`config.mk`:
```
export PLATFORM = sky130hd
export DESIGN_NAME = syn_div_cfg
export DESIGN_NICKNAME = d
export VERILOG_FILES = /design/src/rtl/syn_div_cfg.sv
export SDC_FILE = /design/constraint.sdc
export NUM_CORES = 1
export LEC_CHECK = 0
export ABC_AREA = 1
export CAP_MARGIN = 20
export CORE_ASPECT_RATIO = 0.5
export CORE_MARGIN = 4
export CORE_UTILIZATION = 40
export CTS_BUF_LIST = sky130_fd_sc_hd__clkbuf_16
export CTS_CLUSTER_DIAMETER = 200
export DETAILED_ROUTE_END_ITERATION = 10
export DONT_BUFFER_PORTS = 1
export PLACE_DENSITY = 0.5
export SYNTH_ARGS = -nofsm -noshare
export SYNTH_HDL_FRONTEND = slang
export SYNTH_SLANG_ARGS = --single-unit
```
`constraint.sdc`:
```
create_clock -name clk -period 1.5 [get_ports clk]
set_clock_uncertainty 0.15 [all_clocks]
set_input_delay 0.15 -clock clk [delete_from_list [all_inputs] [get_ports clk]]
set_output_delay 0.15 -clock clk [all_outputs]
set_load 0.02 [all_outputs]
```
`src/rtl/syn_div_cfg.sv`:
```
`timescale 1ns/1ps
module syn_div_cfg #(
  parameter int M_W = 9,
  parameter int N_W = 2,
  parameter logic [M_W-1:0] M_RESET = 9'd200,
  parameter logic [M_W-1:0] M_MIN   = 9'd125,
  parameter logic [M_W-1:0] M_MAX   = 9'd350,
  parameter logic [N_W-1:0] N_PAR   = 2'b01
) (
  input  logic           clk,
  input  logic           rst_n,
  input  logic [M_W-1:0] par_m,
  input  logic           par_load_n,
  input  logic           ser_clk,
  input  logic           ser_data,
  input  logic           ser_load,
  output logic [M_W-1:0] m_out,
  output logic [N_W-1:0] n_sel,
  output logic           ssc_en,
  output logic           m_range_err
);
  localparam int SSC_POS = M_W + N_W;
  localparam int SH_W    = SSC_POS + 1;
  localparam logic [3:0] SYNC_RST = 4'b1000;

  // synchronizer bit order: {par_load_n, ser_clk, ser_data, ser_load}
  logic [3:0]     s1, s2, s3;
  logic [M_W-1:0] pm1, pm2;
  logic [SH_W-1:0] sh, sh_next;

  always_ff @(posedge clk or negedge rst_n)
    if (!rst_n) begin
      s1 <= SYNC_RST; s2 <= SYNC_RST; s3 <= SYNC_RST;
      pm1 <= '0; pm2 <= '0;
    end else begin
      s1 <= {par_load_n, ser_clk, ser_data, ser_load};
      s2 <= s1; s3 <= s2;
      pm1 <= par_m; pm2 <= pm1;
    end

  wire pl       = s2[3];
  wire sck_rise = s2[2] & ~s3[2];
  wire sd       = s2[1];
  wire sld      = s2[0];
  wire sld_rise = s2[0] & ~s3[0];
  wire load     = pl & sld & (sld_rise | sck_rise);

  assign sh_next = (pl && sck_rise) ? {sh[SH_W-2:0], sd} : sh;

  always_ff @(posedge clk or negedge rst_n)
    if (!rst_n) begin
      sh <= '0; m_out <= M_RESET; n_sel <= N_PAR; ssc_en <= 1'b0;
    end else begin
      sh <= sh_next;
      if (!pl) begin
        m_out <= pm2;
        n_sel <= N_PAR;
      end else if (load) begin
        m_out  <= sh_next[M_W-1:0];
        n_sel  <= sh_next[SSC_POS-1:M_W];
        ssc_en <= sh_next[SSC_POS];
      end
    end

  assign m_range_err = (m_out < M_MIN) || (m_out > M_MAX);

  assert_par_follow_R2: assert property (@(posedge clk) disable iff (!rst_n)
    !pl |=> (m_out == $past(pm2)));
  assert_par_ndiv_R8: assert property (@(posedge clk) disable iff (!rst_n)
    !pl |=> (n_sel == N_PAR) && $stable(ssc_en));
  assert_ser_hold_R4: assert property (@(posedge clk) disable iff (!rst_n)
    (pl && !sld) |=> $stable(m_out) && $stable(n_sel) && $stable(ssc_en));
  assert_ser_commit_R5: assert property (@(posedge clk) disable iff (!rst_n)
    (pl && sld_rise && !sck_rise) |=> (m_out == $past(sh[M_W-1:0])) && (ssc_en == $past(sh[SSC_POS])));
  assert_par_noshift_R11: assert property (@(posedge clk) disable iff (!rst_n)
    !pl |=> $stable(sh));
endmodule

```
# ---- Word level (Yosys, flattened, before mapping)
# Cells that the tools add are included.
dict set report op_classes {
  n_bitwise 7
  mux 5
  order_cmp 2
  n_eq_ne 1
  reduce_logical 3
}
# operator n
set ops {}
lappend ops {{9-bit 2-to-1 mux} 2}
lappend ops {{12-bit 2-to-1 mux} 1}
lappend ops {{9-bit greater-than comparator (second input constant)} 1}
lappend ops {{9-bit by 7-bit less-than comparator with 1-bit output (second input constant)} 1}
lappend ops {{1-bit AND} 4}
lappend ops {{2-bit 2-to-1 mux} 2}
lappend ops {{2-bit by 1-bit != test with 1-bit output (second input constant)} 1}
lappend ops {{1-bit NOT} 2}
lappend ops {{2-bit AND reduction} 1}
lappend ops {{1-bit logical AND} 1}
lappend ops {{1-bit logical OR} 1}
lappend ops {{1-bit bitwise OR} 1}
dict set report word_totals {
  ff_bits 53
  elab_cells 27
  inputBits 15
  out_inout_bits 13
}

# ---- Longest topological paths before layout
# Gate-level depths: netlist of the first run.
dict set report depth {
  depth_word 6
  ltp_mapped 8
  ltp_nobuf 7
}

# ---- Worst setup path after synthesis of the first run
# OpenSTA, ideal clock, no wires.
dict set report synth_path {
  path_type {reg2out}
  start {register m_out[6]}
  end {output port m_range_err}
  n_path_buf 0
  setup_slack_ns 0.102
  t_required_ns 1.200
  path_stages_with_launch 6
  arrival_ns 1.098
  path_cell_list {dfstp_2 nand2_1 a21o_1 nand2_1 nand2_1 nand2_1}
}
dict set report synth_between {
  elab_chain_len 2
  word_cells_on_any_way 3
  classes_between {order compare (2); reduce/logical (1)}
}
# item line_no
set synth_lines {}
lappend synth_lines {{start, declared} 17} ;# output logic [M_W-1:0] m_out,
lappend synth_lines {{start signal, assigned} 56} ;# m_out <= pm2;
lappend synth_lines {{start signal, assigned} 59} ;# m_out <= sh_next[M_W-1:0];
lappend synth_lines {{9-bit by 7-bit less-than comparator with 1-bit output or 9-bit greater-than comparator (tied branches)} 65} ;# assign m_range_err = (m_out < M_MIN) || (m_out > M_MAX);
lappend synth_lines {{1-bit logical OR *} 65}
lappend synth_lines {{end, declared} 20} ;# output logic m_range_err
# Every way passes the cells marked *; elsewhere a longest branch is shown, timed or not.

# ---- Final worst setup path of the first run
# Same ends and word-level chain as after synthesis.

==> flow_summary.toml, run 1 <==
[critical_path]
reg2reg_slack_ns = 0.11
cp-end-kind = "primary output"
cp_max_fo = 4
r2r-end = "m_out[5]$_DFFE_PN0P_"
crit_start = "m_out[6]$_DFFE_PN1P_"
r2r-start = "s2[3]$_DFF_PN1_"
crit_type = "register to primary output"
critPathRequiredTime_ns = 1.20
cp.arrival_ns = 1.29
start_kind = "register"
r2r_cells = 4

[floorplan]
dieHeight_um = 56.49
die_width_um = 105.0
initial_core_util = 0.4210
core_area_um2 = 4467
die_area_um2 = 5929
boundaryPins = 28
num_rows = 17

[clocking]
clk_path_buf_depth = 2
clock-sinks = 52
h-tree-depth = 2
cts_hold_buffers = 13
cts-root-buf = "clkbuf_16"
cts_tree = "yes"
cts_inserted_buffers = 5
path_clk_slew_ns = 0.07
insertion_delay_ns = 0.29

[power]
clockPowerShare = 0.371
p_int_uw = 2296
power_uw = 3078
p_per_area_nw_per_um2 = 1315
seq_power_share = 0.524
switching_share = 0.2541
leakagePower_uw = 0.001142
switching_power_uw = 782.1
ir_worst_vdd_mv = 0.5568
combPwrFrac = 0.105

[sta]
whs_ns = -0.5995
fin_ws_ns = -0.09299
fmax_mhz = 627.7
worst_pin_slew_ns = 0.2562
relSlewSlack = 0.8290
setup_viol = 1
slew_viol_final = 0
finalHoldViolCount = 52
rsz0062_at_grt = "true"
fin_crit_sh = 1.062
post-route-min-period_ns = 1.593

[synth]
synthTopCellsByArea = "dfrtp_1 61%, nand2_1 13%, dfstp_2 8.4%, nand3_1 5.6%, nand4_1 3.3%"
ys_seq_elements = 52
synth.net_count = 197
yosys_most_used_dff = "dfrtp_1"
synth_area_leader_cell = "dfrtp_1"
netlist_instances = 182
synth_edf_count = 0
syn-mean-instance-area_um2 = 10.33
yosys_warnings = 0
yosysMostFrequentCell = "nand2_1"
async_reset_ff_frac = 1.000
synth.distinct_cells = 17
synth_commonest_cells = "65 x nand2_1, 46 x dfrtp_1, 21 x nand3_1"
synth_top_area_frac = 0.6121
syn-cell-area_um2 = 1881
yosysSeqAreaShare = 0.6959

[final_layout]
final_nets = 226
multiInputGateArea_um2 = 511.7
layout-drive-gt1-share = 0.1840
final_core_util = 0.5241
regArea_um2 = 1309
antennaDiodeCount = 0
num-fill-cells = 411
syn_to_final_growth_pct = 24.48

[route]
dr.pass1.iters = 4
drt_iter0_markers = 67
wl_um = 3480
vias = 1263
wire_per_inst_um = 12.94
antenna_left = 0
drc = 0
vias_per_cell = 4.695

[placement]
gp_congestion = 0.7832
hpwl_um = 2410
dpl_worst_slack_ns = 0.07100
place.port_buffers = 0

[flow_run]
drv_cap = 0

[grt]
grt.total_usage = 0.1302
grt_max_degree = 53
grt_pass1_vias = 1228
antenna_found_initial = 0
grt_first_pass_wirelength_um = 6003
grt_overflow = 0

[outcome]
run_status = "complete, but fails checks"
violations = "hold timing, setup timing"

[min_path]
worstHoldPathType = "input pin to asynchronous set/reset pin"
state kept, by name, indices dropped and copies added (netlist names), 2 cells and up:
signal / flops
n_sel: 2
pm2: 9
sh: 12
m_out: 9
pm1: 9
s3: 2
s2: 4
s1: 4
layer usage:
layer	wire, um	vias up	part of all wire	global-route usage
met5	0	-	0	0
met4	33	0	0.0095	0.04486
met3	207	5	0.059	0.05052
met2	1380	40	0.40	0.1696
met1	1859	579	0.53	0.1941
li1	-	639	-	-
what timing repair did:
item | in CTS | in global routing
setup endpoints to repair | 1 | 13
hold endpoints to repair | 65 | 52
pin swaps | 3 | 1
resized for setup | 5 | 4
buffers inserted | 3 | 0
cells by family (layout without fill, tap and decap cells):
logic type	count (synthesis)	after routing	share of synthesized area
buffers and inverters	19	49	0.04657
AOI/OAI and AO/OA	4	4	0.01198
and+or+nand+nor	107	107	0.2455
DFF	52	52	0.6959
cell type report:
cell class	count	area share
flip-flops and latches	52	0.5591
multi-input cells	111	0.2186
clock buffers	5	0.05345
well taps	57	0.03046
inverters	12	0.02031
clock inverters	3	0.009621
repair buffers	29	0.1085
how the worst max path moves through the flow:
stage | endpoint
after detailed placement | m_out[8]$_DFFE_PN0P_
after global routing | m_range_err
after global placement | m_out[8]$_DFFE_PN0P_
after CTS | m_range_err
final | m_range_err
after floorplan | m_range_err
layout by cell type, fill, tap and decap left out:
master / count
dfrtp_1: 46
a21oi_1: 1
clkinv_4: 1
nand2_2: 3
nand2_4: 1
nand4_1: 10
nand3_4: 1
a21o_1: 1
dfstp_2: 6
inv_4: 1
nor2_1: 8
nor2_4: 1
buf_6: 1
buf_4: 15
nand2_1: 62
inv_2: 2
dlygate4sd3_1: 13
o21ai_1: 2
inv_1: 9
clkbuf_16: 5
nand3_1: 21
inv_6: 1
clkinv_2: 1
critical path, cell delays in order, from the launching register on:
cell	delay, ns
dfstp_2	0.57
nand2_2	0.07
a21o_1	0.15
nand2_1	0.06
nand2_1	0.05
nand2_2	0.11
power by group through the flow:
stage                     combinational (uW)  sequential (uW)  clock [uW]
after floorplan                          162             1650           0
after global placement                   272             1640           0
after detailed placement                 277             1640           0
after CTS                                324             1610        1170
after global routing                     366             1630        1240
final                                    324             1610        1140
stage by stage:
step / TNS [ns] / area [um^2] / cells
2_1_floorplan: 0 / 1881 / 182
3_3_place_gp: 0 / 2007 / 245
3_5_place_dp: 0 / 2007 / 245
4_1_cts: -0.1145 / 2322 / 269
5_1_grt: -0.1907 / 2341 / 269
6_report: -0.09299 / 2341 / 269
Power figures use the tool's default switching activity.
==> run 2, diff against run 1 <==
--- a/config.mk
+++ b/config.mk
@@ -7,14 +7,16 @@
 export LEC_CHECK = 0
 export ABC_AREA = 1
 export CAP_MARGIN = 20
-export CORE_ASPECT_RATIO = 0.5
+export CELL_PAD_IN_SITES_DETAIL_PLACEMENT = 2
+export CELL_PAD_IN_SITES_GLOBAL_PLACEMENT = 2
+export CORE_ASPECT_RATIO = 1.2
 export CORE_MARGIN = 4
-export CORE_UTILIZATION = 40
+export CORE_UTILIZATION = 39
 export CTS_BUF_LIST = sky130_fd_sc_hd__clkbuf_16
 export CTS_CLUSTER_DIAMETER = 200
 export DETAILED_ROUTE_END_ITERATION = 10
 export DONT_BUFFER_PORTS = 1
-export PLACE_DENSITY = 0.5
+export PLACE_DENSITY = 0.73
 export SYNTH_ARGS = -nofsm -noshare
 export SYNTH_HDL_FRONTEND = slang
 export SYNTH_SLANG_ARGS = --single-unit
==> run 2 against run 1 <==
  * Largest power group unchanged
  * The run still ends with hold timing, setup timing left
  * Wire length increased by 100%
  * Critical endpoint unchanged
  * Count of clock-buffer cells in the layout unchanged
  * Clock power up 29%
==> flow_summary.toml, run 2 (same netlist as run 1, synthesis figures left out) <==
[critical_path]
critPathRequiredTime_ns = 1.20
critPathSlowestCell = "dfstp_2"
cp_max_fo = 3
start_kind = "register"
cp-end-kind = "primary output"
cp_cell_sequence = "nand2_4 -> nor2_4 -> nand2_2 -> nand2_1 -> nand2_1 -> nand2_2"
critPathBufInv = 0
slowest_delay_ns = 0.57
cp.arrival_ns = 1.38
crit_type = "register to primary output"
crit_family = "flip-flops"

[sta]
worst_pin_slew_ns = 0.2989
whs_ns = -0.6045
fmax_mhz = 596.7
rsz0062_at_grt = "true"
setup_viol = 13
slew_viol_final = 0
finalHoldViolCount = 52
relSlewSlack = 0.8007
post-route-min-period_ns = 1.676
fin_crit_sh = 1.117
fin_ws_ns = -0.1760

[floorplan]
boundaryPins = 28
core_area_um2 = 4628
initial_core_util = 0.4063
die_width_um = 71.39
num_rows = 27
die_area_um2 = 6001
dieHeight_um = 84.07

[route]
drt_iter0_markers = 80
dr.pass1.iters = 4
antenna_left = 0
vias = 1519
wire_per_inst_um = 25.01
vias_per_cell = 5.387
drc = 0
wl_um = 7052

[grt]
grt_pass1_vias = 1707
met3_usage = 0.05783
grtUsageMet1 = 0.2284
grt_first_pass_wirelength_um = 9287
globalRouteMet2Util = 0.3712
antenna_found_initial = 0
top_usage_layer = "met2"
grt_max_degree = 53
grt.total_usage = 0.2092
grt_overflow = 0

[final_layout]
regMostFlops = "sh"
antennaDiodeCount = 0
fin_area_um2 = 2704
largest_register_ffs = 12
syn_to_final_growth_pct = 43.78
final_nets = 238
layout-drive-gt1-share = 0.3839
layout_common_cells = "45 x nand2_1, 45 x dfrtp_1, 18 x nand2_2, 18 x buf_4, 13 x dlygate4sd3_1"
final_core_util = 0.5842

[placement]
dpl_worst_slack_ns = 0.01548
placedInstanceArea_um2 = 2036
place.port_buffers = 0
hpwl_um = 3179
gp_congestion = 0.7407

[clocking]
insertion_delay_ns = 0.29
clk_path_buf_depth = 2
path_clk_slew_ns = 0.07
cts-root-buf = "clkbuf_16"
cts_tree = "yes"
clock-sinks = 52
cts_hold_buffers = 13
cts_inserted_buffers = 5
h-tree-depth = 2

[outcome]
run_status = "complete, but fails checks"
violations = "hold timing, setup timing"

[power]
p_per_area_nw_per_um2 = 1338
leakagePower_uw = 0.001292
ir_worst_vdd_mv = 0.8183
power_uw = 3617

[flow_run]
drv_cap = 0

[min_path]
worstHoldPathType = "input pin to asynchronous set/reset pin"
## run 2: changes by cell type in the layout (fill, tap and decap cells not counted), moves of 3 or more
cell       delta
nand2_1      -17
nor2_2        +5
nand3_1      -10
nand2_2      +15
nand3_2       +9
clkbuf_16     +3
buf_4         +3
nor2_1        -5
## run 2: final cells by class
cell class	count	area [um^2]
clock inverters	3	63.81
multi-input cells	112	655.6
clock buffers	5	125.1
repair buffers	39	414.1
fillers	422	1924
well taps	58	72.57
inverters	12	51.30
flip-flops and latches	52	1314
repair inverters	1	7.507
## run 2: worst register-to-register path, cell delays in order, from the launching register on
cell	delay, ns
dfstp_4	0.70
buf_6	0.12
clkbuf_16	0.14
nand4_1	0.12
nand2_1	0.13
nand2_1	0.09
nand3_1	0.09
## run 2: stage by stage
stage	hold WS [ns]	cells	TNS (ns)
3_5_place_dp	-0.2941	248	0
5_1_grt	-0.6183	282	-1.599
2_1_floorplan	-0.2956	182	0
4_1_cts	-0.6030	272	-0.1502
3_3_place_gp	-0.2940	248	0
6_report	-0.6045	282	-0.7666
## run 2: repair_timing
action	CTS	global route
pin swaps	4	22
setup buffers	2	6
endpoints found under the hold margin	65	52
setup endpoints to repair	4	11
resized for setup	6	52
cloned	1	4
## run 2: final timing paths
check	startpoint	end	slack, ns	depth (start not counted)
min in group clk	pm1[1]$_DFF_PN0_	pm2[1]$_DFF_PN0_	0.20	0
worst min register to register	pm1[1]$_DFF_PN0_	pm2[1]$_DFF_PN0_	0.20	0
max in group asynchronous	rst_n	m_out[3]$_DFFE_PN1P_	1.62	0
worst min-delay path	rst_n	m_out[4]$_DFFE_PN0P_	-0.60	0
worst max register to register	s2[3]$_DFF_PN1_	m_out[6]$_DFFE_PN1P_	-0.10	6
worst max-delay path	m_out[3]$_DFFE_PN1P_	m_range_err	-0.18	6
## run 2: metal layers
| metal | vias to the layer above | wire length [um] |
|---|---|---|
| met5 | - | 0 |
| met4 | 0 | 186 |
| met3 | 14 | 292 |
| met2 | 41 | 3688 |
| met1 | 800 | 2885 |
| li1 | 664 | - |
## run 2: where the power goes
part | internal, uW | switching [uW] | leakage [uW]
Clock | 951 | 517 | 0.0000952
Sequential | 1540 | 123 | 0.000628
Combinational | 200 | 290 | 0.000568
Total | 2690 | 930 | 0.00129
